`src/rtl/fgc_pkg.sv`:
```
`timescale 1ns/1ps
package fgc_pkg;
  typedef enum logic [1:0] {
    CH_OK    = 2'd0,
    CH_RETRY = 2'd1,
    CH_LATCH = 2'd2
  } ch_state_e;
endpackage

```
`src/rtl/fgc_tick.sv`:
```
`timescale 1ns/1ps
// Divides the clock down to the retry time base (one pulse per TICK_DIV clocks).
module fgc_tick #(
  parameter int TICK_DIV = 2000
) (
  input  logic clk,
  input  logic rst,
  output logic tick
);
  localparam int CW = (TICK_DIV > 1) ? $clog2(TICK_DIV) : 1;
  localparam logic [CW-1:0] LAST = CW'(TICK_DIV - 1);

  logic [CW-1:0] div_cnt;

  always_ff @(posedge clk) begin
    if (rst) begin
      div_cnt <= '0;
      tick    <= 1'b0;
    end else begin
      tick    <= (div_cnt == LAST);
      div_cnt <= (div_cnt == LAST) ? '0 : div_cnt + 1'b1;
    end
  end
endmodule

```
`src/rtl/fgc_line_sync.sv`:
```
`timescale 1ns/1ps
// Brings the shared line into the clock domain and flags its rising edge.
module fgc_line_sync #(
  parameter int SYNC_STAGES = 2
) (
  input  logic clk,
  input  logic rst,
  input  logic line_in,
  output logic line_low,
  output logic line_rise
);
  logic [SYNC_STAGES:0] shreg;

  always_ff @(posedge clk) begin
    if (rst) shreg <= '1;
    else     shreg <= {shreg[SYNC_STAGES-1:0], line_in};
  end

  assign line_low  = ~shreg[SYNC_STAGES-1];
  assign line_rise = shreg[SYNC_STAGES-1] & ~shreg[SYNC_STAGES];
endmodule

```
`src/rtl/fgc_chan.sv`:
```
`timescale 1ns/1ps
// Per-channel fault state: records own faults, times retry, holds latch-off.
module fgc_chan
  import fgc_pkg::*;
#(
  parameter int RETRY_W = 16
) (
  input  logic               clk,
  input  logic               rst,
  input  logic               tick,
  input  logic               fault_req,
  input  logic               fault_clr,
  input  logic               run,
  input  logic               on_cmd,
  input  logic               src_en,
  input  logic               listen_en,
  input  logic               latch_mode,
  input  logic [RETRY_W-1:0] retry_ticks,
  input  logic               group_clr,
  input  logic               line_low,
  input  logic               line_rise,
  output logic               run_rise,
  output logic               pull,
  output logic               shutdown,
  output logic               softstart
);
  logic active, active_q, run_q, own_clr;
  ch_state_e st, st_n;
  logic [RETRY_W-1:0] cnt, cnt_n;

  assign active   = run & on_cmd;
  assign own_clr  = active & ~active_q;
  assign run_rise = run & ~run_q;

  // Only the channel's own request records a fault; a low line never does.
  always_comb begin
    st_n  = st;
    cnt_n = cnt;
    if (own_clr | group_clr) begin
      st_n  = CH_OK;
      cnt_n = '0;
    end else begin
      case (st)
        CH_OK: begin
          if (fault_req & src_en & active) begin
            st_n  = latch_mode ? CH_LATCH : CH_RETRY;
            cnt_n = '0;
          end
        end
        CH_RETRY: begin
          if (fault_req)                 cnt_n = '0;
          else if (cnt >= retry_ticks) begin
            if (fault_clr)               st_n  = CH_OK;
          end else if (tick)             cnt_n = cnt + 1'b1;
        end
        default: ;
      endcase
    end
  end

  always_ff @(posedge clk) begin
    if (rst) begin
      st        <= CH_OK;
      cnt       <= '0;
      active_q  <= 1'b0;
      run_q     <= 1'b0;
      pull      <= 1'b0;
      shutdown  <= 1'b0;
      softstart <= 1'b0;
    end else begin
      st        <= st_n;
      cnt       <= cnt_n;
      active_q  <= active;
      run_q     <= run;
      pull      <= (st_n != CH_OK);
      shutdown  <= (st_n != CH_OK) | (listen_en & line_low);
      softstart <= line_rise & active & (st_n == CH_OK);
    end
  end
endmodule

```
`src/rtl/fault_group_ctrl.sv`:
```
`timescale 1ns/1ps
module fault_group_ctrl #(
  parameter int NUM_CH   = 2,
  parameter int RETRY_W  = 16,
  parameter int TICK_DIV = 2000
) (
  input  logic               clk,
  input  logic               rst,
  input  logic               fault_line_in,
  input  logic [NUM_CH-1:0]  ch_fault_req,
  input  logic [NUM_CH-1:0]  ch_fault_clr,
  input  logic [NUM_CH-1:0]  ch_run,
  input  logic [NUM_CH-1:0]  ch_on_cmd,
  input  logic [NUM_CH-1:0]  ch_latch_mode,
  input  logic [NUM_CH-1:0]  ch_src_en,
  input  logic [NUM_CH-1:0]  ch_listen_en,
  input  logic [RETRY_W-1:0] retry_ticks,
  input  logic               clr_all_cfg,
  output logic [NUM_CH-1:0]  fault_pull,
  output logic [NUM_CH-1:0]  ch_shutdown,
  output logic [NUM_CH-1:0]  ch_softstart
);
  logic tick, line_low, line_rise, group_clr;
  logic [NUM_CH-1:0] run_rise;

  fgc_tick #(.TICK_DIV(TICK_DIV)) u_tick (
    .clk(clk), .rst(rst), .tick(tick)
  );

  fgc_line_sync #(.SYNC_STAGES(2)) u_sync (
    .clk(clk), .rst(rst), .line_in(fault_line_in),
    .line_low(line_low), .line_rise(line_rise)
  );

  assign group_clr = clr_all_cfg & (|run_rise);

  for (genvar g = 0; g < NUM_CH; g++) begin : g_ch
    fgc_chan #(.RETRY_W(RETRY_W)) u_chan (
      .clk(clk), .rst(rst), .tick(tick),
      .fault_req(ch_fault_req[g]), .fault_clr(ch_fault_clr[g]),
      .run(ch_run[g]), .on_cmd(ch_on_cmd[g]),
      .src_en(ch_src_en[g]), .listen_en(ch_listen_en[g]),
      .latch_mode(ch_latch_mode[g]), .retry_ticks(retry_ticks),
      .group_clr(group_clr), .line_low(line_low), .line_rise(line_rise),
      .run_rise(run_rise[g]), .pull(fault_pull[g]),
      .shutdown(ch_shutdown[g]), .softstart(ch_softstart[g])
    );
  end
endmodule

```
`config.mk`:
```
export PLATFORM = sky130hd
export DESIGN_NAME = fault_group_ctrl
export DESIGN_NICKNAME = d
export VERILOG_FILES = /design/src/rtl/fgc_pkg.sv /design/src/rtl/fgc_tick.sv /design/src/rtl/fgc_line_sync.sv /design/src/rtl/fgc_chan.sv /design/src/rtl/fault_group_ctrl.sv
export SDC_FILE = /design/constraint.sdc
export NUM_CORES = 1
export LEC_CHECK = 0
export ABC_AREA = 1
export CAP_MARGIN = 20
export CORE_ASPECT_RATIO = 1.75
export CORE_MARGIN = 5
export CORE_UTILIZATION = 50
export DETAILED_ROUTE_END_ITERATION = 10
export PLACE_DENSITY = 0.71
export SYNTH_ARGS = -nofsm -noshare
export SYNTH_HDL_FRONTEND = slang
export SYNTH_SLANG_ARGS = --single-unit
```
`constraint.sdc`:
```
create_clock -name clk -period 2.3 [get_ports clk]
set_input_delay 0.23 -clock clk [delete_from_list [all_inputs] [get_ports clk]]
set_output_delay 0.23 -clock clk [all_outputs]
set_load 0.01 [all_outputs]
```
==> impl_metrics.csv, run 1 <==
group,metric,value,unit
timing,rsz0062_at_grt,"false",
drt,vias_per_cell,5.36,
floorplan,die_w,78.3,um
clocking,cts_buffer_depth,2,
finish,final_util,61.2,%
grt,grt_pass1_vias,3994,
placed_design,dp_hpwl,8140,um
critical_path,crit_path_end_kind,"flop",
logic_synthesis,syn_area,4090,sq um
logic_synthesis,synth-xor-area-share,1.71,%
logic_synthesis,ys.flop_type,"dfxtp_1",
floorplan,start_util,51.3,%
logic_synthesis,synth_commonest_cells,"134 x nand2_1, 82 x nor2_1, 80 x inv_1",
grt,antenna_found_initial,0,
floorplan,fp.dieArea,10200,sq um
clocking,postCtsHoldBufs,0,
critical_path,startpoint_type,"flop",
timing,slew_violations,0,
power,ir_drop,414,uV
logic_synthesis,ys_seq_area_share,29.9,%
timing,fin_hold_ws,0.408,ns
placed_design,dpl_cell_area,4570,sq um
logic_synthesis,synth-edff-count,0,
logic_synthesis,ys_ff_latch,61,
timing,period_share,85.7,%
grt,gr-total-overflow,0,
critical_path,crit_required,2.53,ns
finish,syn2layout_area_growth,19.2,%
floorplan,ios,40,
placed_design,port-buffer-count,39,
drt,routedWlPerCell,13.6,um
power,power.density,551,nW/um^2
clocking,clk_latency,0.33,ns
timing,hold_viol,0,
clocking,cts_tree,"yes",
critical_path,cpMaxStageDelayCell,"dfxtp_1",
clocking,cts_setup_buffers,0,
logic_synthesis,syn-num-nets,678,
critical_path,cpPeakStageDelay,0.46,ns
grt,grt_pass1_wl,17000,um
logic_synthesis,synth_top_cell_by_area,"dfxtp_1",
drt,routed_wl,10200,um
drt,num_vias,4019,
hold_path,hold_class,"flop to flop",
clocking,htreeDepth,3,
grt,grt_usage,21.0,%
timing,fmax,507,MHz
logic_synthesis,synthMuxAreaShare,0,%
clocking,clkSinkCount,61,
drt,antenna_left,0,
run_status,status,"finished, final reports clean",
floorplan,rows,43,
clocking,cts-root-buf,"clkbuf_16",
critical_path,crit_top_cell,"nand2_1",
clocking,cts_buffers,9,
placed_design,dp_cells,734,
logic_synthesis,syn_area_per_cell,6.71,sq um
clocking,clkTransAtPathRegs,0.06,ns
critical_path,path_max_fanout,13,
logic_synthesis,ys_async_sr_fraction,0,%
logic_synthesis,synth_top_area_share,29.9,%
finish,num_antenna_cells,0,
critical_path,crit_buf_inv,1,
placed_design,gp_congestion,0.919,
finish,drive_gt1_share,9.39,%
clocking,cts_resized,0,
floorplan,coreArea,7960,sq um
logic_synthesis,synth_top_family_by_area,"simple AND/OR/NAND/NOR gates",
drt,drcViolationCount,0,
timing,worst_pin_slew,0.437,ns
grt,grt_max_degree,20,
timing,maxSlewHeadroom,70.7,%
flow_run,max_cap_viol_count,0,
critical_path,worstSetupPathType,"flop to flop",
timing,setup_viol,0,
drt,drtPass1Iterations,4,
timing,finalCriticalPeriod,1.97,ns
finish,nets,724,
timing,fin_skew,0.00536,ns
critical_path,cpLargestDelayFamily,"simple AND/OR/NAND/NOR gates",
logic_synthesis,yosysMostFrequentCell,"nand2_1",
logic_synthesis,synth_cells,609,
power,total_leakage_power,0.00203,uW
logic_synthesis,ys_top_cells_by_area,"dfxtp_1 30%, nand2_1 12%, ha_1 11%, nor2_1 7.5%, inv_1 7.3%",
logic_synthesis,synth_compound_area_share,10.6,%
drt,drt_iter0_markers,141,
logic_synthesis,ys_types,38,
finish,design_area,4870,sq um
finish,fin_cells,750,
logic_synthesis,synthSimpleGateAreaFrac,35.8,%
timing,setup_tns,0,ns
floorplan,die-height,130,um
critical_path,crit_chain,"ha_1 -> a21oi_1 -> nand2_1 -> nor2_1 -> nand2_1 -> nand2_1 -> nand3_1 -> nand2_2 -> inv_1 -> o21ai_0 -> nor2_1",
logic_synthesis,ys_warn_count,0,
logic_synthesis,synth-adder-area-share,10.7,%
critical_path,arrival,2.20,ns
[metrics by stage]
| stage | setup WS, ns | power [uW] |
|---|---|---|
| floorplan | 0.568 | 1240 |
| global placement | 0.0273 | 1340 |
| detailed placement | -0.0155 | 1350 |
| CTS | 0.317 | 2710 |
| global route | 0.124 | 2780 |
| finish | 0.328 | 2690 |
[path summary, 6_finish.rpt]
check	from	end	slack, ns	depth (start not counted)
hold reg to reg	u_sync.shreg[0]	u_sync.shreg[1]	0.41	1
setup reg to reg	g_ch[0].u_chan.cnt[7]	g_ch[0].u_chan.cnt[8]	0.33	11
hold / removal	u_sync.shreg[0]	u_sync.shreg[1]	0.41	1
setup / recovery	g_ch[0].u_chan.cnt[7]	g_ch[0].u_chan.cnt[8]	0.33	11
[cell families after synthesis]
kind of cell	count (synthesis)
flip-flops	61
AO/OA/AOI/OAI	77
adder cells (fa/ha/maj)	35
buffers and inverters	100
XOR/XNOR	8
AND/OR/NAND/NOR	328
[placed cells by master (no fill, tap or decap), types with 2 or more instances in the layout]
cell / n
nand2_2: 9
inv_6: 2
nor4_1: 5
nand4_1: 7
nor3_1: 20
xor2_1: 7
nand3_1: 55
nor2_2: 2
dfxtp_1: 61
ha_1: 35
nand2_1: 134
clkinv_2: 2
clkdlybuf4s50_1: 39
o21ai_1: 2
buf_4: 14
clkbuf_16: 9
o21a_1: 2
a21oi_2: 7
nor2_1: 82
or2_2: 5
inv_1: 80
buf_12: 2
o21ai_0: 14
nor2_4: 2
a21oi_1: 46
nand3b_1: 2
[per-layer routing]
metal  vias to the layer above  track usage [%]  wire length [um]
li1                       2071                -                 -
met1                      1832             20.3              3890
met2                        78             40.8              5490
met3                        38             3.06               277
met4                         0             13.6               543
met5                         -                0                 0
[registers in the layout, indices dropped and copies added, names as in the netlist]
signal,cells
g_ch.u_chan.cnt,32
g_ch.u_chan.pull,2
g_ch.u_chan.run_q,2
u_tick.tick,1
u_sync.shreg,3
u_tick.div_cnt,11
g_ch.u_chan.softstart,2
g_ch.u_chan.active_q,2
g_ch.u_chan.shutdown,2
g_ch.u_chan.st,4
[area by class of cell]
cell class / instances / area, sq um
flip-flops and latches: 61 / 1220
clock inverters: 7 / 73.8
inverters: 80 / 300
multi-input cells: 448 / 2400
well taps: 90 / 113
repair buffers: 55 / 536
clock buffers: 9 / 225
fillers: 754 / 3090
[report_power, final]
part / internal [uW] / switching, uW
clock: 843 / 517
combinational: 113 / 131
sequential: 1070 / 8.98
[worst reg2reg max path, cell delays in order, from the launching register on]
cell,delay [ns]
dfxtp_1,0.46
ha_1,0.30
a21oi_1,0.17
nand2_1,0.08
nor2_1,0.09
nand2_1,0.05
nand2_1,0.07
nand3_1,0.08
nand2_2,0.07
inv_1,0.20
o21ai_0,0.25
nor2_1,0.05
(Power assumes the default switching activity.)
==> inputs of run 2 (changes only) <==
Settings changed: SKIP_CTS_REPAIR_TIMING set to 1.
==> results of run 2 <==
No change in the layout: final DEF, timing and power equal those of run 1.
